### config.mk
export PLATFORM = sky130hd
export DESIGN_NAME = paged_addr_gen
export DESIGN_NICKNAME = d
export VERILOG_FILES = /design/src/rtl/pbag_pkg.sv /design/src/rtl/pbag_ptr_bank.sv /design/src/rtl/pbag_seg_split.sv /design/src/rtl/pbag_cursor.sv /design/src/rtl/paged_addr_gen.sv
export SDC_FILE = /design/constraint.sdc
export NUM_CORES = 1
export LEC_CHECK = 0
export BUFFER_PORTS_ARGS = -buffer_cell sky130_fd_sc_hd__buf_2
export CAP_MARGIN = 15
export CORE_MARGIN = 4
export CORE_UTILIZATION = 25
export DETAILED_ROUTE_END_ITERATION = 12
export PLACE_DENSITY_LB_ADDON = 0.25
export SETUP_SLACK_MARGIN = 0.15
export SYNTH_ARGS = -nofsm -noshare
export SYNTH_HDL_FRONTEND = slang
export SYNTH_SLANG_ARGS = --single-unit
### constraint.sdc
create_clock -name clk -period 25.5 [get_ports clk]
set_clock_uncertainty 0.2 [all_clocks]
set_input_delay 1.275 -clock clk [delete_from_list [all_inputs] [get_ports clk]]
set_output_delay 1.275 -clock clk [all_outputs]
set_load 0.03 [all_outputs]
### src/rtl/pbag_pkg.sv
// Package: shared constants and helpers for the paged address generator.
// Assumes a page is a power of two bytes; the default is 4 KiB.
package pbag_pkg;
    localparam int PAGE_BITS_DEF = 12;
    localparam int NUM_PTRS_DEF  = 5;

    // Bytes that the pointer list can reach, given the entry-0 offset.
    function automatic logic [31:0] reach_bytes(input int num_ptrs, input int page_bits,
                                                 input logic [31:0] first_off);
        return (32'(num_ptrs) << page_bits) - first_off;
    endfunction
endpackage

### src/rtl/pbag_ptr_bank.sv
// Module: pbag_ptr_bank
// Holds the pointer entries latched at transfer start, keeping only the
// page-base bits of each, and returns the base of the selected entry.
// Assumes sel may run one past the last entry after the final page; it
// then returns zero, and the result is unused because the transfer is done.
module pbag_ptr_bank #(
    parameter int NUM_PTRS  = 5,
    parameter int ADDR_W    = 32,
    parameter int PAGE_BITS = 12,
    parameter int IDX_W     = 3,
    localparam int BASE_W   = ADDR_W - PAGE_BITS
) (
    input  logic                       clk,
    input  logic                       rst_n,
    input  logic                       load,
    input  logic [NUM_PTRS*ADDR_W-1:0] ptr_list,
    input  logic [IDX_W-1:0]           sel,
    output logic [BASE_W-1:0]          page_base
);
    logic [BASE_W-1:0] base_q [NUM_PTRS];

    for (genvar i = 0; i < NUM_PTRS; i++) begin : g_entry
        // Capture the page-base bits of entry i on load; in-page bits are dropped.
        always_ff @(posedge clk) begin
            if (!rst_n) begin
                base_q[i] <= '0;
            end else if (load) begin
                base_q[i] <= ptr_list[i*ADDR_W+PAGE_BITS +: BASE_W];
            end
        end
    end

    // Select the current entry's base, zero when past the list.
    always_comb begin
        page_base = '0;
        for (int k = 0; k < NUM_PTRS; k++) begin
            if (32'(sel) == 32'(k)) page_base = base_q[k];
        end
    end
endmodule

### src/rtl/pbag_seg_split.sv
// Module: pbag_seg_split
// Works out how much of a burst fits before the page end.
// Step 1 clips the burst to the remaining byte count.
// Step 2 cuts it at the page boundary.
// Assumes BURST_W <= PAGE_BITS, so a burst crosses at most one boundary.
module pbag_seg_split #(
    parameter int LEN_W     = 16,
    parameter int BURST_W   = 12,
    parameter int PAGE_BITS = 12
) (
    input  logic [PAGE_BITS-1:0] offset,
    input  logic [LEN_W-1:0]     remaining,
    input  logic [BURST_W-1:0]   req_len,
    output logic [BURST_W-1:0]   first_len,
    output logic [BURST_W-1:0]   rest_len
);
    localparam logic [LEN_W-1:0] PAGE_SIZE = LEN_W'(1) << PAGE_BITS;

    logic [LEN_W-1:0] room, req_w, clip, first_w, rest_w;

    // Clip to the remaining count, then cut at the page end.
    always_comb begin
        room    = PAGE_SIZE - LEN_W'(offset);
        req_w   = LEN_W'(req_len);
        clip    = (req_w < remaining) ? req_w : remaining;
        first_w = (clip < room) ? clip : room;
        rest_w  = clip - first_w;
    end

    assign first_len = BURST_W'(first_w);
    assign rest_len  = BURST_W'(rest_w);
endmodule

### src/rtl/pbag_cursor.sv
// Module: pbag_cursor
// Tracks the transfer cursor: the page index, the in-page offset, the
// remaining byte count, and a pending second half of a split burst.
// It also registers the segment valid flag and length.
// Assumes first_len and rest_len come from the splitter for the current
// offset and remaining count. start overrides everything else.
module pbag_cursor #(
    parameter int NUM_PTRS  = 5,
    parameter int PAGE_BITS = 12,
    parameter int LEN_W     = 16,
    parameter int BURST_W   = 12,
    parameter int IDX_W     = 3
) (
    input  logic                 clk,
    input  logic                 rst_n,
    input  logic                 start,
    input  logic [PAGE_BITS-1:0] first_off,
    input  logic [LEN_W-1:0]     total_len,
    input  logic                 req_valid,
    input  logic [BURST_W-1:0]   req_len,
    input  logic [BURST_W-1:0]   first_len,
    input  logic [BURST_W-1:0]   rest_len,
    output logic [PAGE_BITS-1:0] offset,
    output logic [LEN_W-1:0]     remaining,
    output logic [IDX_W-1:0]     page_idx,
    output logic                 emit,
    output logic                 req_ready,
    output logic                 seg_valid,
    output logic [BURST_W-1:0]   seg_len,
    output logic                 done,
    output logic                 len_err
);
    import pbag_pkg::*;

    logic                 armed_q, pend_q, done_q, err_q, segv_q;
    logic [BURST_W-1:0]   pend_len_q, seg_len_q;
    logic [PAGE_BITS-1:0] off_q;
    logic [LEN_W-1:0]     rem_q;
    logic [IDX_W-1:0]     page_q;

    logic                 accept, wrap, last, too_long;
    logic [BURST_W-1:0]   take;
    logic [PAGE_BITS:0]   next_sum;
    logic [LEN_W-1:0]     rem_next;

    // Decide whether a segment goes out this cycle, and how the cursor moves.
    always_comb begin
        req_ready = armed_q && !pend_q;
        accept    = req_valid && req_ready && (req_len != '0);
        emit      = !start && (pend_q || accept);
        take      = pend_q ? pend_len_q : first_len;
        next_sum  = {1'b0, off_q} + (PAGE_BITS+1)'(take);
        wrap      = next_sum[PAGE_BITS];
        rem_next  = rem_q - LEN_W'(take);
        last      = (rem_next == '0);
        too_long  = 32'(total_len) > reach_bytes(NUM_PTRS, PAGE_BITS, 32'(first_off));
    end

    // Load on start, otherwise advance the cursor by each emitted segment.
    always_ff @(posedge clk) begin
        if (!rst_n) begin
            armed_q    <= 1'b0;
            pend_q     <= 1'b0;
            pend_len_q <= '0;
            done_q     <= 1'b0;
            err_q      <= 1'b0;
            segv_q     <= 1'b0;
            seg_len_q  <= '0;
            off_q      <= '0;
            rem_q      <= '0;
            page_q     <= '0;
        end else if (start) begin
            off_q   <= first_off;
            page_q  <= '0;
            rem_q   <= total_len;
            err_q   <= too_long;
            done_q  <= !too_long && (total_len == '0);
            armed_q <= !too_long && (total_len != '0);
            pend_q  <= 1'b0;
            segv_q  <= 1'b0;
        end else begin
            segv_q <= emit;
            if (emit) begin
                seg_len_q <= take;
                off_q     <= wrap ? '0 : next_sum[PAGE_BITS-1:0];
                page_q    <= page_q + IDX_W'(wrap);
                rem_q     <= rem_next;
                pend_q    <= accept && (rest_len != '0);
                if (accept) pend_len_q <= rest_len;
                if (last) begin
                    done_q  <= 1'b1;
                    armed_q <= 1'b0;
                end
            end
        end
    end

    assign offset    = off_q;
    assign remaining = rem_q;
    assign page_idx  = page_q;
    assign seg_valid = segv_q;
    assign seg_len   = seg_len_q;
    assign done      = done_q;
    assign len_err   = err_q;
endmodule

### src/rtl/paged_addr_gen.sv
// Module: paged_addr_gen (top)
// Generates page-bounded segment addresses for one transfer whose buffer
// is a list of page pointers. Entry 0 carries the start offset; the other
// entries are page bases.
// Assumes ptr_list and total_len are valid in the cycle start is high.
module paged_addr_gen #(
    parameter int NUM_PTRS  = 5,
    parameter int ADDR_W    = 32,
    parameter int PAGE_BITS = 12,
    parameter int LEN_W     = 16,
    parameter int BURST_W   = 12
) (
    input  logic                       clk,
    input  logic                       rst_n,
    input  logic                       start,
    input  logic [NUM_PTRS*ADDR_W-1:0] ptr_list,
    input  logic [LEN_W-1:0]           total_len,
    input  logic                       req_valid,
    input  logic [BURST_W-1:0]         req_len,
    output logic                       req_ready,
    output logic                       seg_valid,
    output logic [ADDR_W-1:0]          seg_addr,
    output logic [BURST_W-1:0]         seg_len,
    output logic                       done,
    output logic                       len_err
);
    localparam int IDX_W  = $clog2(NUM_PTRS + 1);
    localparam int BASE_W = ADDR_W - PAGE_BITS;

    logic [PAGE_BITS-1:0] cur_off;
    logic [LEN_W-1:0]     cur_rem;
    logic [IDX_W-1:0]     cur_page;
    logic [BASE_W-1:0]    cur_base;
    logic [BURST_W-1:0]   first_len, rest_len;
    logic                 emit;
    logic [ADDR_W-1:0]    addr_q;

    pbag_ptr_bank #(
        .NUM_PTRS(NUM_PTRS), .ADDR_W(ADDR_W), .PAGE_BITS(PAGE_BITS), .IDX_W(IDX_W)
    ) u_bank (
        .clk(clk), .rst_n(rst_n), .load(start), .ptr_list(ptr_list),
        .sel(cur_page), .page_base(cur_base)
    );

    pbag_seg_split #(
        .LEN_W(LEN_W), .BURST_W(BURST_W), .PAGE_BITS(PAGE_BITS)
    ) u_split (
        .offset(cur_off), .remaining(cur_rem), .req_len(req_len),
        .first_len(first_len), .rest_len(rest_len)
    );

    pbag_cursor #(
        .NUM_PTRS(NUM_PTRS), .PAGE_BITS(PAGE_BITS), .LEN_W(LEN_W),
        .BURST_W(BURST_W), .IDX_W(IDX_W)
    ) u_cursor (
        .clk(clk), .rst_n(rst_n), .start(start),
        .first_off(ptr_list[PAGE_BITS-1:0]), .total_len(total_len),
        .req_valid(req_valid), .req_len(req_len),
        .first_len(first_len), .rest_len(rest_len),
        .offset(cur_off), .remaining(cur_rem), .page_idx(cur_page),
        .emit(emit), .req_ready(req_ready), .seg_valid(seg_valid),
        .seg_len(seg_len), .done(done), .len_err(len_err)
    );

    // Register the segment address; the base and offset fields do not overlap, so no adder.
    always_ff @(posedge clk) begin
        if (!rst_n) begin
            addr_q <= '0;
        end else if (emit) begin
            addr_q <= {cur_base, cur_off};
        end
    end

    assign seg_addr = addr_q;
endmodule

# Word-level counts from Yosys, hierarchy flattened
# Memories as Yosys holds them, arrays and structs flattened.
# Cells that the tools add are included.
word_totals:
  ramBits: 100
  out_inout_bits: 48
  in_bits: 192
  wordCells: 83
  regBits: 92
  rom_bits: 0
  latch_bits: 0
  n_memories: 1
mem_list:
  columns: ["memory", "words", "word_bits", "read_ports", "rd_ports_with_merged_regs", "wr", "line_no", "text"]
  rows:
  - ["u_bank.base_q", 5, 20, 5, 0, 5, "pbag_ptr_bank.sv:20", "logic [BASE_W-1:0] base_q [NUM_PTRS];"]
op_classes:
  addsub: 6
  bitwise_logic: 7
  mul: 0
  eq_ne: 4
  reduce_logical: 23
  n_lt_le_gt_ge: 3
  n_shift: 0
  div: 0
  mux: 28
ops:
  columns: ["operator", "count"]
  rows:
  - ["$mux 20", 10]
  - ["$mux 12", 5]
  - ["$mux 16", 3]
  - ["$gt 16x32->1", 1]
  - ["$logic_not 16->1", 2]
  - ["$reduce_bool 12->1", 2]
  - ["$lt 12x16->1", 1]
  - ["$lt 16x16->1", 1]
  - ["$reduce_bool 16->1", 1]
  - ["$sub 15x12->16 const A", 1]
  - ["$sub 16x12->16", 1]
  - ["$sub 13x12->14 const A", 1]
  - ["$add 12x12->13", 1]
  - ["$sub 12x12->12", 1]
  - ["$mux 1", 10]
  - ["$logic_and 1x1->1", 7]
  - ["$eq 3x2->1 const B", 2]
  - ["$or 1x1->1", 5]
  - ["$reduce_and 2->1", 2]
  - ["$reduce_bool 2->1", 2]
  - ["$add 3x1->3", 1]
  - ["$eq 3x1->1 const B", 1]
  - ["$eq 3x3->1 const B", 1]
  - ["$logic_not 1->1", 3]
  - ["other kinds (5)", 6]

# Depth between registers and ports, before layout
# Gate-level depths: netlist of run 1.
logic_depth:
  depth_word: 10
  ltp_mapped: 38
  mapped_depth_nobuf: 36

# Cells and area by module
# A second synthesis of run 1 with hierarchy kept.
unflattened:
  cells_unflattened: 1215
  area_unflattened_um2: 11999.0
modules_own_cells:
  columns: ["mod", "instances", "seq_area_each_um2", "cells_each", "area_per_inst_um2"]
  rows:
  - ["pbag_ptr_bank", 1, 3002.9, 342, 4626.9]
  - ["pbag_cursor", 1, 1201.2, 527, 4499.3]
  - ["pbag_seg_split", 1, 0.0, 243, 1629.1]
  - ["paged_addr_gen", 1, 640.6, 103, 1243.7]

# Worst setup path before layout of run 1
# Ideal clock, no wire load.
synth_timing:
  path_kind: "input to register"
  start: "input port req_len[2]"
  end: "register u_cursor.page_q[1], in the netlist u_cursor.page_idx[1]"
  setup_slack_ns: 16.884
  path_buffers: 2
  arrival_ns: 8.186
  cell_stages: 34
  setup_time_ns: 0.230
  t_required_ns: 25.070
  path_cell_list: "ha_1 -> o21a_1 -> nor2_1 -> o311a_2 -> nor2_1 -> buf_4 -> mux2_2 -> ha_1 -> and4_1 -> and4_1 -> a32oi_1 -> nand2_1 -> a21oi_2 -> clkbuf_1 -> nand2_1 -> o21ai_0 -> mux2i_1 -> inv_1 -> ha_1 -> nor2b_1 -> o21ai_0 -> nand2b_1 -> a21o_1 -> a21o_1 -> a21o_1 -> maj3_2 -> a21o_1 -> maj3_2 -> maj3_2 -> a21o_1 -> ha_1 -> ha_1 -> mux2i_1 -> nor2_1"
synth_between:
  elab_chain_cells: 7
  elab_cells_between_ends: 11
  classes_between: "2 x add/sub; 2 x order compare; 3 x mux; 4 x reduce/logical"
synth_rtl:
  columns: ["item", "line_no", "text"]
  rows:
  - ["from (decl)", "paged_addr_gen.sv:19", "input logic [BURST_W-1:0] req_len,"]
  - ["$lt 12x16->1", "pbag_seg_split.sv:25", "clip = (req_w < remaining) ? req_w : remaining;"]
  - ["$mux 16 (*)", "pbag_seg_split.sv:25", null]
  - ["$lt 16x16->1", "pbag_seg_split.sv:26", "first_w = (clip < room) ? clip : room;"]
  - ["$mux 12 (*)", "pbag_seg_split.sv:26", null]
  - ["$mux 12 (*)", "pbag_cursor.sv:51", "take = pend_q ? pend_len_q : first_len;"]
  - ["via u_cursor.take[2]", "pbag_cursor.sv:42", "logic [BURST_W-1:0] take;"]
  - ["$add 12x12->13 (*)", "pbag_cursor.sv:52", "next_sum = {1'b0, off_q} + (PAGE_BITS+1)'(take);"]
  - ["$add 3x1->3 (*)", "pbag_cursor.sv:86", "page_q <= page_q + IDX_W'(wrap);"]
  - ["to (signal assigned)", "pbag_cursor.sv:86", null]
  - ["to (decl)", "pbag_cursor.sv:39", "logic [IDX_W-1:0] page_q;"]
# The timed path passes the listed nets; every way through them passes the cells marked *.
# A chain may end at the register's enable or synchronous reset.

# Worst setup path after layout of run 1
layout_timing:
  start: "input port req_len[7]"
  end: "register u_cursor.off_q[1], in the netlist u_cursor.offset[1]"
layout_between:
  elab_chain_cells: 9
  elab_cells_between_ends: 14
  classes_between: "1 x add/sub; 2 x order compare; 6 x mux; 5 x reduce/logical"
layout_rtl:
  columns: ["item", "line_no", "text"]
  rows:
  - ["$lt 12x16->1", "pbag_seg_split.sv:25", null]
  - ["$mux 16", "pbag_seg_split.sv:25", null]
  - ["$lt 16x16->1", "pbag_seg_split.sv:26", null]
  - ["$mux 12", "pbag_seg_split.sv:26", null]
  - ["$mux 12", "pbag_cursor.sv:51", null]
  - ["$add 12x12->13", "pbag_cursor.sv:52", null]
  - ["$mux 12", "pbag_cursor.sv:85", "off_q <= wrap ? '0 : next_sum[PAGE_BITS-1:0];"]
  - ["$mux 12", "pbag_cursor.sv:83", "if (emit) begin"]
  - ["$mux 12", "pbag_cursor.sv:72", "end else if (start) begin"]
  - ["to (signal assigned)", "pbag_cursor.sv:73", "off_q <= first_off;"]
  - ["to (signal assigned)", "pbag_cursor.sv:85", null]
  - ["to (decl)", "pbag_cursor.sv:37", "logic [PAGE_BITS-1:0] off_q;"]
# Parallel ways exist; a longest one is shown, timed or not. The select of a mux whose other input is x is not followed.

==> out/metrics.yaml, run 1 <==
detailed_routing:
  detailedRoute.firstIterationViolations: 563
  vias_per_cell: 4.97
  dr_total_vias: 9902
  drt_pre_antenna_iters: 5
  met1Wirelength_um: 17100
  routedWlPerCell_um: 19.2
  routed.top_layer: "met4"
  post-route-drc-count: 0
  route.antenna.remaining_nets: 0
  met2RoutedLength_um: 19000
  wirelength_um: 38200
  routed-wl-met3_um: 1700
yosys:
  syn-num-nets: 1490
  yosys.cell_count.top_type: "sky130_fd_sc_hd__nor2_1"
  synth-async-reset-ratio_pct: 0
  ys.flop_type: "sky130_fd_sc_hd__edfxtp_1"
  synthesis.area_per_instance_sq_um: 9.64
  netlist_area_sq_um: 11900
  yosys_synthesis_warning_count: 0
  yosys-top-cells-count: "116 x sky130_fd_sc_hd__nor2_1, 106 x sky130_fd_sc_hd__and3_1, 100 x sky130_fd_sc_hd__edfxtp_1, 92 x sky130_fd_sc_hd__dfxtp_1, 91 x sky130_fd_sc_hd__nand2_1"
  synth_cell_types: 86
  synth-seq-area-share_pct: 40.9
  synthesis.instances: 1229
  netlist.area_leader.share_pct: 25.3
  netlist.top_cell.by_area: "sky130_fd_sc_hd__edfxtp_1"
  synth_enable_flop_cells: 100
  synth.top_cells.by_area: "sky130_fd_sc_hd__edfxtp_1 25%, sky130_fd_sc_hd__dfxtp_1 16%, sky130_fd_sc_hd__ha_1 7.0%, sky130_fd_sc_hd__and3_1 5.6%, sky130_fd_sc_hd__mux4_2 3.8%"
  yosys_register_bits: 192
layout:
  antenna-diode-count: 0
  final-seq-area_sq_um: 4850
  multiInputGateArea_sq_um: 6510
  area_growth_pct: 17.9
  final_stage_net_count: 1632
  filler_cell_count: 4964
  share_of_layout_cells_above_drive_strength_1_pct: 21.7
  fin_util_pct: 29.9
cts:
  cts_setup_buffers: 0
  holdBufCountCts: 0
  cts_root_buffer: "sky130_fd_sc_hd__clkbuf_16"
  tritoncts.num_buffers: 17
  number_of_sinks_driven_by_the_clock_tree: 192
  h-tree-depth: 4
  insertion_delay_ns: 0.44
  clkTransAtPathRegs_ns: 0.07
  post_cts_resize_count: 0
  clock_path_buffers: 2
  cts_tree: "yes"
timing:
  setup_violations_final: 0
  timing_max_transition_violations_final: 0
  fmax_mhz: 103
  final_hold_viol_count: 0
  worstMarginPinSlew_ns: 1.11
  rsz_0062_raised_after_global_routing: "no"
  final.setup.worst_slack_ns: 15.80
  min_cycle_time_layout_ns: 9.70
  layout_worst_path_cycle_share_pct: 38.0
  timing.slew.headroom_pct: 26.0
  tns_ns: 0
worst_setup_path:
  worst-endpoint-required_ns: 25.68
  worst_setup_path_end_kind: "flip-flop"
  reg2reg_setup_slack_ns: 15.93
  crit_arrival_ns: 9.88
  worst-r2r-cell-count: 31
  critical_path.startpoint: "req_len[7]"
  crit_type: "input port to flip-flop"
  worstSetupStartpointType: "input port"
  slowest_stage: "sky130_fd_sc_hd__a21oi_1"
  cp_common_cell: "sky130_fd_sc_hd__a21o_1"
  r2r_start: "u_cursor.remaining[3]"
  critical_path.max_stage_delay_ns: 0.84
  critical_path.max_fanout: 14
power:
  peakVddDrop_mv: 0.0369
  total_leakage_power_nw: 5.96
  cellPowerDensity_nw_per_um2: 66.6
  finalPower_w: 0.000930
floorplan:
  fp.dieArea_sq_um: 50900
  chipHeight_um: 226
  fp-row-count: 79
  initial_core_util_pct: 25.4
  die_span_x_um: 226
  placeableCoreArea_sq_um: 46700
  design.portCount: 240
global_route:
  grt_pass1_wl_um: 58900
  grt_max_degree: 121
  grt_pass1_vias: 9893
  remaining_global_route_overflow: 0
  grt_antenna_before_repair: 0
  grt_use_total_pct: 14.8
outcome:
  status: "completed"
placement:
  port-buffer-count: 191
  placement.setup.worst_slack_ns: 15.39
  dpl.hpwl_um: 28500
  gp_congestion: 0.851
min_path:
  hold_removal_path_class: "flip-flop to flip-flop"
  hold_path_startpoint: "u_cursor.seg_len[3]"
  hold_depth: 2
job:
  cap_violations: 0
-- kinds of logic after synthesis --
kind of cell	after synthesis	synth area share (%)
fa+ha+maj	78	8.29
mux	51	6.53
xor+xnor	59	4.42
compound gates	262	16.1
other cells	1	0.0316
buf+inv	137	4.44
simple gates	449	19.3
flops	192	40.9
-- power by group --
group          switching (W)  internal [W]
Clock               0.000133      0.000130
Combinational       0.000188      0.000123
Sequential         0.0000130      0.000344
Total               0.000334      0.000596
-- through the flow --
step           instances  area, sq um  hold WS [ns]
3_3_place_gp        1958        13400         0.246
6_report            1991        14000         0.254
4_1_cts             1990        13900         0.258
3_5_place_dp        1958        13400         0.247
5_1_grt             1991        14000         0.275
2_1_floorplan       1229        11900         0.241
-- critical path, delay by kind of cell --
| kind | cells | cell delay [ns] |
|---|---|---|
| adder cells (fa/ha/maj) | 6 | 2.03 |
| AND/OR/NAND/NOR | 8 | 1.24 |
| multiplexers | 1 | 0.54 |
| AO/OA/AOI/OAI | 12 | 4.26 |
| buffers and inverters | 3 | 0.48 |
-- cell usage in the layout, fill, tap and decap left out, types with 50 or more instances in the layout --
cell type / instances
sky130_fd_sc_hd__edfxtp_1: 100
sky130_fd_sc_hd__inv_1: 52
sky130_fd_sc_hd__buf_2: 190
sky130_fd_sc_hd__ha_1: 66
sky130_fd_sc_hd__o21ai_0: 50
sky130_fd_sc_hd__a21oi_1: 53
sky130_fd_sc_hd__and3_1: 106
sky130_fd_sc_hd__nand2_1: 91
sky130_fd_sc_hd__dfxtp_1: 91
sky130_fd_sc_hd__nor2_1: 114
-- layout make-up --
class                      instances  share of cell area (%)
sequential                       192                    34.7
tap                              607                    5.44
multi-input combinational        900                    46.6
timing repair buffer             205                    7.70
clock buffer                      17                    3.05
clock inverter                    15                    1.00
inverter                          55                    1.50
-- flip-flops by register name, summed over array words and instances (netlist names) --
| signal | count |
|---|---|
| u_cursor.page_idx | 3 |
| u_cursor.pend_len_q | 12 |
| u_cursor.len_err | 1 |
| seg_addr | 32 |
| u_cursor.armed_q | 1 |
| u_cursor.offset | 12 |
| u_bank.base_q | 100 |
| u_cursor.remaining | 16 |
| u_cursor.done | 1 |
| u_cursor.seg_valid | 1 |
| u_cursor.seg_len | 12 |
| u_cursor.pend_q | 1 |
-- final timing paths --
path / endpoint
max: u_cursor.offset[1]
min reg2reg: u_cursor.seg_len[3]
max reg2reg: u_cursor.offset[1]
min: u_cursor.seg_len[3]
-- per-layer routing --
layer,GRT usage (%),vias up
li1,-,4830
met1,19.0,4824
met2,25.7,218
met3,3.22,30
met4,3.16,0
met5,0,-
(Power assumes the default switching activity.)
==> run 2, diff against run 1 <==
clock period = 8.7 ns   (was 25.5 ns; I/O delays follow)
==> run 2 against run 1 <==
  * Register-to-register slack got worse by 15 ns
  * Sequential cell count unchanged
  * Sequential share of layout area decreased by 0.67 points
  * Routed wire length up 1.6%
  * Clock power grew to 3.0 times the previous value
  * Global-route usage is 0.14 points higher
  * Critical path depth is 2 higher
  * Sequential power rose to 2.9 times the previous value
  * Via count up 0.80%
  * Total power grew to 3.0 times the previous value
  * Combinational power rose to 3.1 times the previous value
  * Clock-buffer cell count increased by 2
==> out/metrics.yaml, run 2 (synthesis gave the netlist of run 1 again) <==
outcome:
  status: "completed"
global_route:
  grt_use_total_pct: 15.0  # +0.14 points
  grt_pass1_vias: 9999  # +1.1%
  grt_pass1_wl_um: 59600  # +1.2%
  remaining_global_route_overflow: 0  # unchanged
  grt_max_degree: 121  # unchanged
  grt_antenna_before_repair: 0  # unchanged
layout:
  final_cell_mix: "190 x sky130_fd_sc_hd__buf_2, 113 x sky130_fd_sc_hd__nor2_1, 106 x sky130_fd_sc_hd__and3_1"
  share_of_layout_cells_above_drive_strength_1_pct: 23.7  # +1.9 points
  layout.cells.most_common: "sky130_fd_sc_hd__buf_2"
  area_growth_pct: 20.2
  filler_cell_count: 4970  # +0.12%
  largest_register_ffs: 100  # unchanged
  final_stage_net_count: 1663  # +1.9%
  multiInputGateArea_sq_um: 6540  # +0.48%
  final-seq-area_sq_um: 4850  # unchanged
  antenna-diode-count: 0  # unchanged
  max_flop_register: "u_bank.base_q"
cts:
  insertion_delay_ns: 0.43  # about the same
  clkTransAtPathRegs_ns: 0.08  # about the same
  cts_root_buffer: "sky130_fd_sc_hd__clkbuf_16"
  number_of_sinks_driven_by_the_clock_tree: 192  # unchanged
  cts_tree: "yes"
  cts_setup_buffers: 0  # unchanged
  clock_path_buffers: 2  # unchanged
  tritoncts.num_buffers: 17  # unchanged
  h-tree-depth: 4  # unchanged
timing:
  min_cycle_time_layout_ns: 8.13
  timing.slew.headroom_pct: 28.6  # +2.6 points
  setup_violations_final: 0  # unchanged
  worstMarginPinSlew_ns: 1.07  # -0.0389 ns
  layout_worst_path_cycle_share_pct: 93.5
  tns_ns: 0  # unchanged
  final_hold_viol_count: 0  # unchanged
  fmax_mhz: 123
  timing_max_transition_violations_final: 0  # unchanged
  rsz_0062_raised_after_global_routing: "yes"
  hold_slack_final_ns: 0.0758  # -0.179 ns
power:
  total_leakage_power_nw: 6.13  # +2.7%
  cellPowerDensity_nw_per_um2: 196  # +190%
  peakVddDrop_mv: 0.102  # +180%
floorplan:
  initial_core_util_pct: 25.4  # unchanged
  chipHeight_um: 226  # unchanged
  fp-row-count: 79  # unchanged
  placeableCoreArea_sq_um: 46700  # unchanged
  fp.dieArea_sq_um: 50900  # unchanged
  die_span_x_um: 226  # unchanged
  design.portCount: 240  # unchanged
placement:
  dpl.hpwl_um: 29300  # +2.9%
  gp_congestion: 0.880  # +3.4%
  port-buffer-count: 191  # unchanged
worst_setup_path:
  cp_common_cell: "sky130_fd_sc_hd__a21o_1"
  worst-endpoint-required_ns: 8.80  # -16.88 ns
  reg2reg_setup_slack_ns: 0.57  # -15.36 ns
  slowest_stage: "sky130_fd_sc_hd__a221oi_2"
  worstSetupStartpointType: "flip-flop"
  crit_type: "flip-flop to flip-flop"
  worst_setup_path_end_kind: "flip-flop"
  critical_path.max_fanout: 7  # -7
  critical_path.max_stage_delay_ns: 0.58  # -0.26 ns
  crit_arrival_ns: 8.23  # -1.65 ns
detailed_routing:
  dr_total_vias: 9981  # +0.80%
  post-route-drc-count: 0  # unchanged
  drt_pre_antenna_iters: 5  # unchanged
  routedWlPerCell_um: 19.2  # about the same
  detailedRoute.firstIterationViolations: 532  # -5.5%
  wirelength_um: 38900  # +1.6%
  route.antenna.remaining_nets: 0  # unchanged
  vias_per_cell: 4.94  # -0.75%
min_path:
  hold_removal_path_class: "input port to flip-flop"
job:
  cap_violations: 0  # unchanged
[run 2: cell types whose count changed in the layout (fill, tap and decap cells not counted), moves of 2 or more]
cell                       previous run  this run
sky130_fd_sc_hd__a21oi_2              1         3
sky130_fd_sc_hd__buf_4               14        45
sky130_fd_sc_hd__a21oi_1             53        51
sky130_fd_sc_hd__clkbuf_1             0         2
[run 2: cell type report]
| type | count | share of cell area (%) |
|---|---|---|
| multi-input combinational | 900 | 45.9 |
| tap | 607 | 5.33 |
| clock inverter | 13 | 1.01 |
| timing repair buffer | 236 | 9.19 |
| inverter | 55 | 1.47 |
| clock buffer | 19 | 3.04 |
| sequential | 192 | 34.0 |
[run 2: path summary, 6_finish.rpt]
kind                                            start                    end  depth (start not counted)
worst max-delay path            u_cursor.remaining[5]   u_cursor.page_idx[1]                         32
worst min-delay path                     total_len[8]  u_cursor.remaining[8]                          2
worst max register to register  u_cursor.remaining[5]   u_cursor.page_idx[1]                         32
worst min register to register            seg_addr[8]            seg_addr[8]                          2
[run 2: layer usage]
layer / part of all wire, % / global-route usage (%) / routed length (um)
met3: 4.1 / 2.53 / 1600
met1: 44 / 19.4 / 17200
met4: 2.2 / 4.21 / 869
met2: 49 / 25.7 / 19100
met5: 0 / 0 / 0
[run 2: what timing repair did]
item	4_1_cts	5_1_grt
hold buffers	0	0
gates resized for setup	0	8
hold endpoints to repair	0	0
endpoints found under the setup margin	0	22
[run 2: worst max-delay path: cells and delay by family (launching register included)]
family	cells	cell delay, ns
flip-flops	1	0.40
AND/OR/NAND/NOR	8	1.10
AO/OA/AOI/OAI	11	3.01
buffers and inverters	2	0.24
adder cells (fa/ha/maj)	9	2.60
multiplexers	2	0.45
[run 2: stage by stage]
stage | instances | area [sq um] | util (%) | total power, W | setup slack [ns]
after CTS | 2022 | 14200 | 30.5 | 0.00281 | 0.372
after global routing | 2022 | 14200 | 30.5 | 0.00296 | 0.0865
after floorplan | 1229 | 11900 | - | 0.00171 | 0.652
after detailed placement | 1990 | 13600 | 29.2 | 0.00201 | 0.379
final | 2022 | 14200 | 30.5 | 0.00279 | 0.570
after global placement | 1990 | 13600 | 29.2 | 0.00200 | 0.359
[run 2: report_power, final]
| part | total (W) | switching (W) | leakage, nW | internal [W] |
|---|---|---|---|---|
| clock | 0.000788 | 0.000380 | 0.279 | 0.000408 |
| combinational | 0.000957 | 0.000565 | 4.02 | 0.000392 |
| sequential | 0.00104 | 0.0000311 | 1.82 | 0.00101 |
